**src/rtl/dxl_pkg.sv**
```systemverilog
package dxl_pkg;

    typedef enum logic [1:0] {
        MODE_KERN = 2'd0,
        MODE_EXEC = 2'd1,
        MODE_SUPV = 2'd2,
        MODE_USER = 2'd3
    } mode_e;

    typedef enum logic [2:0] {
        FLT_NONE  = 3'd0,
        FLT_ALIGN = 3'd1,
        FLT_ACV   = 3'd2,
        FLT_PAGE  = 3'd3,
        FLT_MISS  = 3'd4,
        FLT_DMISS = 3'd5,
        FLT_MCHK  = 3'd6
    } fault_e;

    typedef enum logic [1:0] {
        CLS_SKIP = 2'd0,
        CLS_HIT  = 2'd1,
        CLS_MISS = 2'd2,
        CLS_ACV  = 2'd3
    } cls_e;

    localparam int FL_W     = 6;
    localparam int FB_WR    = 0;
    localparam int FB_ACV   = 1;
    localparam int FB_BADVA = 2;
    localparam int FB_FONR  = 3;
    localparam int FB_FONW  = 4;
    localparam int FB_MISS  = 5;

    localparam int OPC_W = 6;
    localparam int RA_W  = 5;
    localparam int STAT_W = OPC_W + RA_W + FL_W;

    typedef struct packed {
        fault_e          code;
        logic [FL_W-1:0] flags;
    } verdict_t;

    function automatic cls_e fault_class(fault_e c);
        case (c)
            FLT_NONE, FLT_MCHK:  return CLS_HIT;
            FLT_MISS, FLT_DMISS: return CLS_MISS;
            FLT_ACV, FLT_PAGE:   return CLS_ACV;
            default:             return CLS_SKIP;
        endcase
    endfunction

    function automatic logic fault_latches(fault_e c);
        return (c != FLT_NONE) && (c != FLT_MCHK);
    endfunction

endpackage

```
**src/rtl/dxl_classify.sv**
```systemverilog
module dxl_classify
    import dxl_pkg::*;
#(
    parameter int VA_W       = 64,
    parameter int VA_IMPL    = 43,
    parameter int PA_IMPL    = 44,
    parameter int PG_SHIFT   = 13,
    parameter int SP_HI      = 47,
    parameter int SP_LO      = 41,
    parameter int SP_TAG     = 'h7E,
    parameter int SP_EXT_BIT = 40,
    parameter int IO_LSB     = 32,
    parameter int UC_CLR_LO  = 35,
    parameter int N_MODES    = 4,
    localparam int PPN_W     = VA_W - PG_SHIFT,
    localparam int MODE_W    = $clog2(N_MODES)
) (
    input  logic [VA_W-1:0]    va,
    input  logic [1:0]         size_log,
    input  logic               wr,
    input  logic               phys,
    input  logic               vpte,
    input  logic               priv,
    input  logic               use_alt,
    input  logic [MODE_W-1:0]  alt_mode,
    input  logic [MODE_W-1:0]  cur_mode,
    input  logic               lk_hit,
    input  logic [PPN_W-1:0]   lk_ppn,
    input  logic [N_MODES-1:0] lk_rd_en,
    input  logic [N_MODES-1:0] lk_wr_en,
    input  logic               lk_fonr,
    input  logic               lk_fonw,
    output verdict_t           verdict,
    output logic [VA_W-1:0]    pa,
    output logic               uc
);

    localparam int SP_W = SP_HI - SP_LO + 1;
    localparam logic [VA_W-1:0] IMPL_MASK = (VA_W'(1) << PA_IMPL) - VA_W'(1);
    localparam logic [VA_W-1:0] LOW_MASK  = (VA_W'(1) << SP_EXT_BIT) - VA_W'(1);
    localparam logic [VA_W-1:0] EXT_SET   = IMPL_MASK & ~LOW_MASK;

    logic [VA_W-1:0]   align_mask;
    logic              misalign;
    logic [MODE_W-1:0] eff_mode;
    logic              va_ok;
    logic              is_super;
    logic [VA_W-1:0]   sp_raw, sp_pa, tlb_pa, pa_raw;
    logic              in_io;

    always_comb begin
        align_mask = (VA_W'(1) << size_log) - VA_W'(1);
        misalign   = |(va & align_mask);
        eff_mode   = priv ? (use_alt ? alt_mode : MODE_W'(MODE_KERN)) : cur_mode;
        va_ok      = (&va[VA_W-1:VA_IMPL-1]) | ~(|va[VA_W-1:VA_IMPL-1]);
        is_super   = (va[SP_HI:SP_LO] == SP_W'(SP_TAG));
        sp_raw     = va & IMPL_MASK;
        sp_pa      = sp_raw[SP_EXT_BIT] ? (sp_raw | EXT_SET) : (sp_raw & LOW_MASK);
        tlb_pa     = {lk_ppn, va[PG_SHIFT-1:0]};
    end

    // Ordered checks: first failing stage decides the verdict
    always_comb begin
        verdict.code  = FLT_NONE;
        verdict.flags = '0;
        pa_raw        = va;
        if (misalign) begin
            verdict.code         = FLT_ALIGN;
            verdict.flags[FB_WR] = wr;
        end else if (!phys) begin
            if (!va_ok) begin
                verdict.code            = FLT_PAGE;
                verdict.flags[FB_WR]    = wr;
                verdict.flags[FB_BADVA] = 1'b1;
                verdict.flags[FB_ACV]   = 1'b1;
            end else if (is_super) begin
                if (cur_mode != MODE_W'(MODE_KERN)) begin
                    verdict.code          = FLT_ACV;
                    verdict.flags[FB_WR]  = wr;
                    verdict.flags[FB_ACV] = 1'b1;
                end else begin
                    pa_raw = sp_pa;
                end
            end else if (!lk_hit) begin
                verdict.code           = vpte ? FLT_DMISS : FLT_MISS;
                verdict.flags[FB_WR]   = wr;
                verdict.flags[FB_MISS] = 1'b1;
            end else begin
                pa_raw = tlb_pa;
                if (wr) begin
                    if (!lk_wr_en[eff_mode]) begin
                        verdict.code           = FLT_PAGE;
                        verdict.flags[FB_WR]   = 1'b1;
                        verdict.flags[FB_ACV]  = 1'b1;
                        verdict.flags[FB_FONW] = lk_fonw;
                    end else if (lk_fonw) begin
                        verdict.code           = FLT_PAGE;
                        verdict.flags[FB_WR]   = 1'b1;
                        verdict.flags[FB_FONW] = 1'b1;
                    end
                end else begin
                    if (!lk_rd_en[eff_mode]) begin
                        verdict.code           = FLT_ACV;
                        verdict.flags[FB_ACV]  = 1'b1;
                        verdict.flags[FB_FONR] = lk_fonr;
                    end else if (lk_fonr) begin
                        verdict.code           = FLT_PAGE;
                        verdict.flags[FB_FONR] = 1'b1;
                    end
                end
            end
        end

        pa    = pa_raw;
        uc    = 1'b0;
        in_io = &pa_raw[PA_IMPL-1:IO_LSB];
        if (verdict.code == FLT_NONE) begin
            if (|(pa_raw & ~IMPL_MASK)) begin
                verdict.code = FLT_MCHK;
            end else if (pa_raw[PA_IMPL-1] && !in_io) begin
                uc                        = 1'b1;
                pa[PA_IMPL-2:UC_CLR_LO]   = '0;
            end
        end
    end

endmodule

```
**src/rtl/dxl_fault_regs.sv**
```systemverilog
module dxl_fault_regs
    import dxl_pkg::*;
#(
    parameter int VA_W     = 64,
    parameter int VA_IMPL  = 43,
    parameter int PG_SHIFT = 13,
    parameter int FORM_SH  = 3
) (
    input  logic              clk,
    input  logic              rst,
    input  logic              req_valid,
    input  verdict_t          verdict,
    input  logic [VA_W-1:0]   va,
    input  logic              vpte,
    input  logic              nofault,
    input  logic [OPC_W-1:0]  opcode,
    input  logic [RA_W-1:0]   ra,
    input  logic [VA_W-1:0]   pt_base,
    output logic [VA_W-1:0]   flt_va,
    output logic [STAT_W-1:0] flt_status,
    output logic [VA_W-1:0]   flt_form
);

    logic            capture;
    logic [VA_W-1:0] vpn_ext;

    always_comb begin
        capture = req_valid && fault_latches(verdict.code) && !vpte && !nofault;
        vpn_ext = VA_W'(va[VA_IMPL-1:PG_SHIFT]) << FORM_SH;
    end

    always_ff @(posedge clk) begin
        if (rst) begin
            flt_va     <= '0;
            flt_status <= '0;
            flt_form   <= '0;
        end else if (capture) begin
            flt_va     <= va;
            flt_status <= {opcode, ra, verdict.flags};
            flt_form   <= pt_base | vpn_ext;
        end
    end

    AST_LATCH_QUIET: assert property (@(posedge clk) disable iff (rst)
        req_valid && (vpte || nofault) |=> $stable(flt_va) && $stable(flt_status) && $stable(flt_form));

endmodule

```
**src/rtl/dxl_counters.sv**
```systemverilog
module dxl_counters
    import dxl_pkg::*;
#(
    parameter int CNT_W = 16,
    localparam int N_CLS = 3,
    localparam int N_CNT = 2 * N_CLS
) (
    input  logic                        clk,
    input  logic                        rst,
    input  logic                        req_valid,
    input  logic                        wr,
    input  cls_e                        cls,
    output logic [N_CNT-1:0][CNT_W-1:0] cnt
);

    logic                     bump;
    logic [$clog2(N_CNT)-1:0] idx;

    always_comb begin
        bump = req_valid && (cls != CLS_SKIP);
        idx  = $clog2(N_CNT)'((wr ? N_CLS : 0) + int'(cls) - 1);
    end

    always_ff @(posedge clk) begin
        if (rst) begin
            cnt <= '0;
        end else if (bump) begin
            cnt[idx] <= cnt[idx] + CNT_W'(1);
        end
    end

    AST_SKIP_QUIET: assert property (@(posedge clk) disable iff (rst)
        req_valid && cls == CLS_SKIP |=> $stable(cnt));

endmodule

```
**src/rtl/dxl_check.sv**
```systemverilog
module dxl_check
    import dxl_pkg::*;
#(
    parameter int VA_W     = 64,
    parameter int VA_IMPL  = 43,
    parameter int PA_IMPL  = 44,
    parameter int PG_SHIFT = 13,
    parameter int ASN_W    = 8,
    parameter int CNT_W    = 16,
    parameter int N_MODES  = 4,
    localparam int PPN_W   = VA_W - PG_SHIFT,
    localparam int VPN_W   = VA_IMPL - PG_SHIFT,
    localparam int MODE_W  = $clog2(N_MODES)
) (
    input  logic                clk,
    input  logic                rst,
    input  logic                req_valid,
    input  logic [VA_W-1:0]     req_va,
    input  logic [1:0]          req_size_log,
    input  logic                req_write,
    input  logic                req_phys,
    input  logic                req_vpte,
    input  logic                req_altmode,
    input  logic                req_nofault,
    input  logic [OPC_W-1:0]    req_opcode,
    input  logic [RA_W-1:0]     req_ra,
    input  logic                pc_priv,
    input  logic [MODE_W-1:0]   cur_mode,
    input  logic [MODE_W-1:0]   alt_mode,
    input  logic [ASN_W-1:0]    cur_asn,
    input  logic [VA_W-1:0]     pt_base,
    output logic [VPN_W-1:0]    lk_vpn,
    output logic [ASN_W-1:0]    lk_asn,
    input  logic                lk_hit,
    input  logic [PPN_W-1:0]    lk_ppn,
    input  logic [N_MODES-1:0]  lk_rd_en,
    input  logic [N_MODES-1:0]  lk_wr_en,
    input  logic                lk_fonr,
    input  logic                lk_fonw,
    output logic                rsp_valid,
    output logic [VA_W-1:0]     rsp_pa,
    output logic                rsp_uc,
    output logic [2:0]          rsp_fault,
    output logic [VA_W-1:0]     flt_va,
    output logic [STAT_W-1:0]   flt_status,
    output logic [VA_W-1:0]     flt_form,
    output logic [CNT_W-1:0]    cnt_rd_hit,
    output logic [CNT_W-1:0]    cnt_rd_miss,
    output logic [CNT_W-1:0]    cnt_rd_acv,
    output logic [CNT_W-1:0]    cnt_wr_hit,
    output logic [CNT_W-1:0]    cnt_wr_miss,
    output logic [CNT_W-1:0]    cnt_wr_acv
);

    verdict_t                verdict;
    logic [VA_W-1:0]         pa_c;
    logic                    uc_c;
    logic [5:0][CNT_W-1:0]   cnt;

    assign lk_vpn = req_va[VA_IMPL-1:PG_SHIFT];
    assign lk_asn = cur_asn;

    dxl_classify #(
        .VA_W(VA_W), .VA_IMPL(VA_IMPL), .PA_IMPL(PA_IMPL),
        .PG_SHIFT(PG_SHIFT), .N_MODES(N_MODES)
    ) u_classify (
        .va(req_va), .size_log(req_size_log), .wr(req_write),
        .phys(req_phys), .vpte(req_vpte), .priv(pc_priv),
        .use_alt(req_altmode), .alt_mode(alt_mode), .cur_mode(cur_mode),
        .lk_hit(lk_hit), .lk_ppn(lk_ppn), .lk_rd_en(lk_rd_en),
        .lk_wr_en(lk_wr_en), .lk_fonr(lk_fonr), .lk_fonw(lk_fonw),
        .verdict(verdict), .pa(pa_c), .uc(uc_c)
    );

    dxl_fault_regs #(
        .VA_W(VA_W), .VA_IMPL(VA_IMPL), .PG_SHIFT(PG_SHIFT)
    ) u_fault_regs (
        .clk(clk), .rst(rst), .req_valid(req_valid), .verdict(verdict),
        .va(req_va), .vpte(req_vpte), .nofault(req_nofault),
        .opcode(req_opcode), .ra(req_ra), .pt_base(pt_base),
        .flt_va(flt_va), .flt_status(flt_status), .flt_form(flt_form)
    );

    dxl_counters #(.CNT_W(CNT_W)) u_counters (
        .clk(clk), .rst(rst), .req_valid(req_valid), .wr(req_write),
        .cls(fault_class(verdict.code)), .cnt(cnt)
    );

    assign cnt_rd_hit  = cnt[0];
    assign cnt_rd_miss = cnt[1];
    assign cnt_rd_acv  = cnt[2];
    assign cnt_wr_hit  = cnt[3];
    assign cnt_wr_miss = cnt[4];
    assign cnt_wr_acv  = cnt[5];

    always_ff @(posedge clk) begin
        if (rst) begin
            rsp_valid <= 1'b0;
            rsp_pa    <= '0;
            rsp_uc    <= 1'b0;
            rsp_fault <= FLT_NONE;
        end else begin
            rsp_valid <= req_valid;
            if (req_valid) begin
                rsp_pa    <= pa_c;
                rsp_uc    <= uc_c;
                rsp_fault <= verdict.code;
            end
        end
    end

    AST_ALIGN_FIRST: assert property (@(posedge clk) disable iff (rst)
        req_valid && |(req_va & ((VA_W'(1) << req_size_log) - VA_W'(1)))
        |=> rsp_fault == FLT_ALIGN);
    AST_RSP_FOLLOWS: assert property (@(posedge clk) disable iff (rst)
        req_valid |=> rsp_valid);
    AST_UC_CLEAN: assert property (@(posedge clk) disable iff (rst)
        rsp_valid && rsp_uc |-> rsp_fault == FLT_NONE && rsp_pa[PA_IMPL-2:35] == '0);
    AST_PA_RANGE: assert property (@(posedge clk) disable iff (rst)
        rsp_valid && rsp_fault == FLT_NONE |-> rsp_pa[VA_W-1:PA_IMPL] == '0);

endmodule

```
**config.mk**
```make
export PLATFORM = sky130hd
export DESIGN_NAME = dxl_check
export DESIGN_NICKNAME = d
export VERILOG_FILES = /design/src/rtl/dxl_pkg.sv /design/src/rtl/dxl_classify.sv /design/src/rtl/dxl_fault_regs.sv /design/src/rtl/dxl_counters.sv /design/src/rtl/dxl_check.sv
export SDC_FILE = /design/constraint.sdc
export NUM_CORES = 1
export LEC_CHECK = 0
export BUFFER_PORTS_ARGS = -buffer_cell sky130_fd_sc_hd__buf_4
export CORE_AREA = 2 2 223 225
export DETAILED_ROUTE_END_ITERATION = 12
export DIE_AREA = 0 0 225 227
export PLACE_DENSITY = 0.62
export SKIP_CTS_REPAIR_TIMING = 1
export SLEW_MARGIN = 20
export SYNTH_ARGS = -nofsm -noshare
export SYNTH_HDL_FRONTEND = slang
export SYNTH_SLANG_ARGS = --single-unit
```
**constraint.sdc**
```tcl
create_clock -name clk -period 6.8 [get_ports clk]
set_clock_uncertainty 0.2 [all_clocks]
set_input_delay 1.02 -clock clk [delete_from_list [all_inputs] [get_ports clk]]
set_output_delay 1.02 -clock clk [all_outputs]
set_load 0.02 [all_outputs]
```
==> metrics.cfg <==
[status]
outcome = completed

[synth]
yosysWarnings = 0
synthCells = 1675
synthXorXnorAreaFrac = 0.009607
synth_cell_types = 67
synthAdderAreaFrac = 0.005543
syn_area_per_cell_sq_um = 8.086
synthSimpleGateAreaFrac = 0.2372
ys_seq_elements = 310
syn_nets = 1905
synth_flop_cell = dfxtp_1
synth_edf_count = 0
synth_top_family_by_area = simple AND/OR/NAND/NOR gates
syn_area_sq_mm = 0.01354
ys_seq_area_frac = 0.4582
synthMuxAreaShare = 0.05441
async_flop_share = 0
synth_compound_area_frac = 0.1729

[global_routing]
antenna_found_initial = 7
grt_pass1_vias = 13690
track_usage = 0.2164
grt-ovfl-total = 0
grt_max_degree = 144
grt_pass1_wl_um = 84040

[drt]
drt-total-wl_um = 58520
final_antenna_net_count = 0
drtIter0Drc = 1018
dr.pass1.iters = 5
routedWlPerCell_um = 20.65
vias_per_cell = 5.104
drcViolationCount = 0
vias = 14470

[placement]
gp_congestion = 0.9070
io_buffer_count = 555
hpwl_um = 43530
place_ws_ns = 0.2035

[timing]
period_needed_ns = 6.150
holdWs_ns = 0.2508
setup_viol = 0
drv_slew = 0
max_freq_mhz = 162.6
min_period_over_period = 0.9045
max_slew_margin = 0.3013
rsz0062_at_grt = no
setup_tns_ns = 0
setup_ws_ns = 0.6497
worstMarginPinSlew_ns = 1.048
final-hold-violation-count = 0

[cts]
htreeDepth = 2
numCtsBuffers = 38
clkSinkCount = 310
clockBufferDepth = 3
cts.clk_slew.worst_paths_ns = 0.06
clock_latency_ns = 0.55
tritoncts = built
root_buffer = clkbuf_16

[worst_setup_path]
critPathLaunchType = input port
path_class = input port to flip-flop
critPathArrivalTime_ns = 6.32
worstPathCellList = buf_4 -> or4_1 -> or3_1 -> o22a_2 -> or2_4 -> o41ai_4 -> nand2_1 -> and2_1 -> ha_2 -> inv_1 -> ha_1 -> xor2_2 -> mux4_2 -> a21oi_1 -> or4_1 -> or2_1 -> nor4_1 -> xnor2_1 -> a211oi_1
cp_num_buf_inv = 2
end_kind = flip-flop
cp_common_cell = or4_1
crit_fanout = 8
critical_path.top_delay_family = simple AND/OR/NAND/NOR gates
required_ns = 6.97
max_stage_delay_ns = 0.61
slowest_stage = or4_1

[pwr]
p_leak_nw = 8.026
vdd_drop_max_mv = 0.1407
power_density_mw_per_mm2 = 234.6

[floorplan]
ios = 572
die_w_um = 225
dieArea_sq_mm = 0.05108
start_util = 0.2790
coreArea_sq_mm = 0.04855
placement_rows = 81
die_h_um = 227

[cells_and_area]
fin_nets = 2414
drive_above_1_share = 0.3278
fin_util = 0.4011
area_delta_synth_final_pct = 43.75

[job]
maxCapViolCount = 0

[hold_path]
min_path_type = flip-flop to flip-flop

-- cells in the final DEF, fill, tap and decap left out, types with 6 or more instances in the layout --
| master | count |
|---|---|
| nor4_1 | 17 |
| nand3_1 | 13 |
| or2_2 | 6 |
| buf_4 | 622 |
| nand4_1 | 22 |
| xor2_1 | 7 |
| nor3_1 | 85 |
| a22oi_1 | 20 |
| mux4_2 | 9 |
| nor2_1 | 160 |
| o21ai_1 | 8 |
| mux2i_1 | 41 |
| a311oi_1 | 21 |
| nand3b_1 | 19 |
| clkbuf_1 | 11 |
| o21ai_0 | 42 |
| dfxtp_1 | 310 |
| clkbuf_16 | 39 |
| nor2b_1 | 7 |
| a211oi_1 | 57 |
| inv_1 | 13 |
| mux2_2 | 11 |
| a21oi_1 | 186 |
| nand2_1 | 368 |
| o22ai_1 | 6 |
| nand2b_1 | 9 |
-- cells in the mapped netlist (18+ instances only) --
| cell type | n | area (sq um) |
|---|---|---|
| nand3b_1 | 19 | 142.6 |
| nor2_1 | 160 | 600.6 |
| a22oi_1 | 20 | 150.1 |
| a21oi_1 | 186 | 930.9 |
| nand2_1 | 368 | 1381 |
| a311oi_1 | 21 | 183.9 |
| a211oi_1 | 57 | 427.9 |
| clkbuf_1 | 89 | 334.1 |
| nor3_1 | 85 | 425.4 |
| nor4_1 | 18 | 112.6 |
| o21ai_0 | 42 | 210.2 |
| buf_4 | 46 | 345.3 |
| mux2i_1 | 41 | 410.4 |
| nand4_1 | 22 | 137.6 |
| buf_2 | 21 | 105.1 |
| dfxtp_1 | 310 | 6206 |
-- tightest hold or removal path, stage by stage (launching register included) --
cell and delay [ns]:
dfxtp_1 0.30, nand2_1 0.05, o21ai_1 0.05
-- flip-flops by register name, indices dropped and copies added (netlist names) --
| signal | cells |
|---|---|
| rsp_fault | 3 |
| rsp_pa | 64 |
| rsp_uc | 1 |
| rsp_valid | 1 |
| u_counters.cnt | 96 |
| u_fault_regs.flt_form | 64 |
| u_fault_regs.flt_status | 17 |
| u_fault_regs.flt_va | 64 |
-- path summary, 6_finish.rpt --
path / startpoint / endpoint / slack, ns / depth (start not counted)
max: req_va[63] / u_counters.cnt[93]$_SDFFE_PP0P_ / 0.65 / 19
min: rsp_pa[35]$_SDFFE_PP0P_ / rsp_pa[35]$_SDFFE_PP0P_ / 0.25 / 2
max reg2reg: u_counters.cnt[20]$_SDFFE_PP0P_ / u_counters.cnt[57]$_SDFFE_PP0P_ / 3.98 / 8
min reg2reg: rsp_pa[35]$_SDFFE_PP0P_ / rsp_pa[35]$_SDFFE_PP0P_ / 0.25 / 2
-- cells by family after synthesis --
kind of cell    after synthesis
fa+ha+maj                     6
buf+inv                     171
xor+xnor                     14
compound gates              380
simple gates                733
mux                          61
flops                       310
-- per-stage QoR --
stage	area (sq um)	power, mW	cells
after floorplan	13540	2.325	1675
after global placement	18320	2.688	2766
after detailed placement	18320	2.699	2766
after CTS	19460	4.617	2831
after global routing	19470	4.750	2834
final	19470	4.567	2834
-- report_power, final --
| part | switching, mW | total, mW | internal [mW] |
|---|---|---|---|
| Clock | 0.805 | 1.90 | 1.10 |
| Combinational | 0.439 | 0.746 | 0.307 |
| Sequential | 0.0369 | 1.92 | 1.88 |
-- layout make-up --
cell class,count,area [sq um]
fill,4877,29080
inverter,14,52.55
timing repair buffer,626,4745
tap,622,778.2
multi-input combinational,1194,6535
sequential,310,6206
antenna,3,7.507
clock inverter,11,73.82
clock buffer,54,1072
-- per-layer routing --
metal / GRT usage / share of wire / vias to the layer above
li1: - / - / 6815
met1: 0.2731 / 0.41 / 6861
met2: 0.3515 / 0.47 / 676
met3: 0.05395 / 0.084 / 112
met4: 0.09293 / 0.036 / 2
met5: 0 / 0.00019 / -
(Power assumes the default switching activity.)
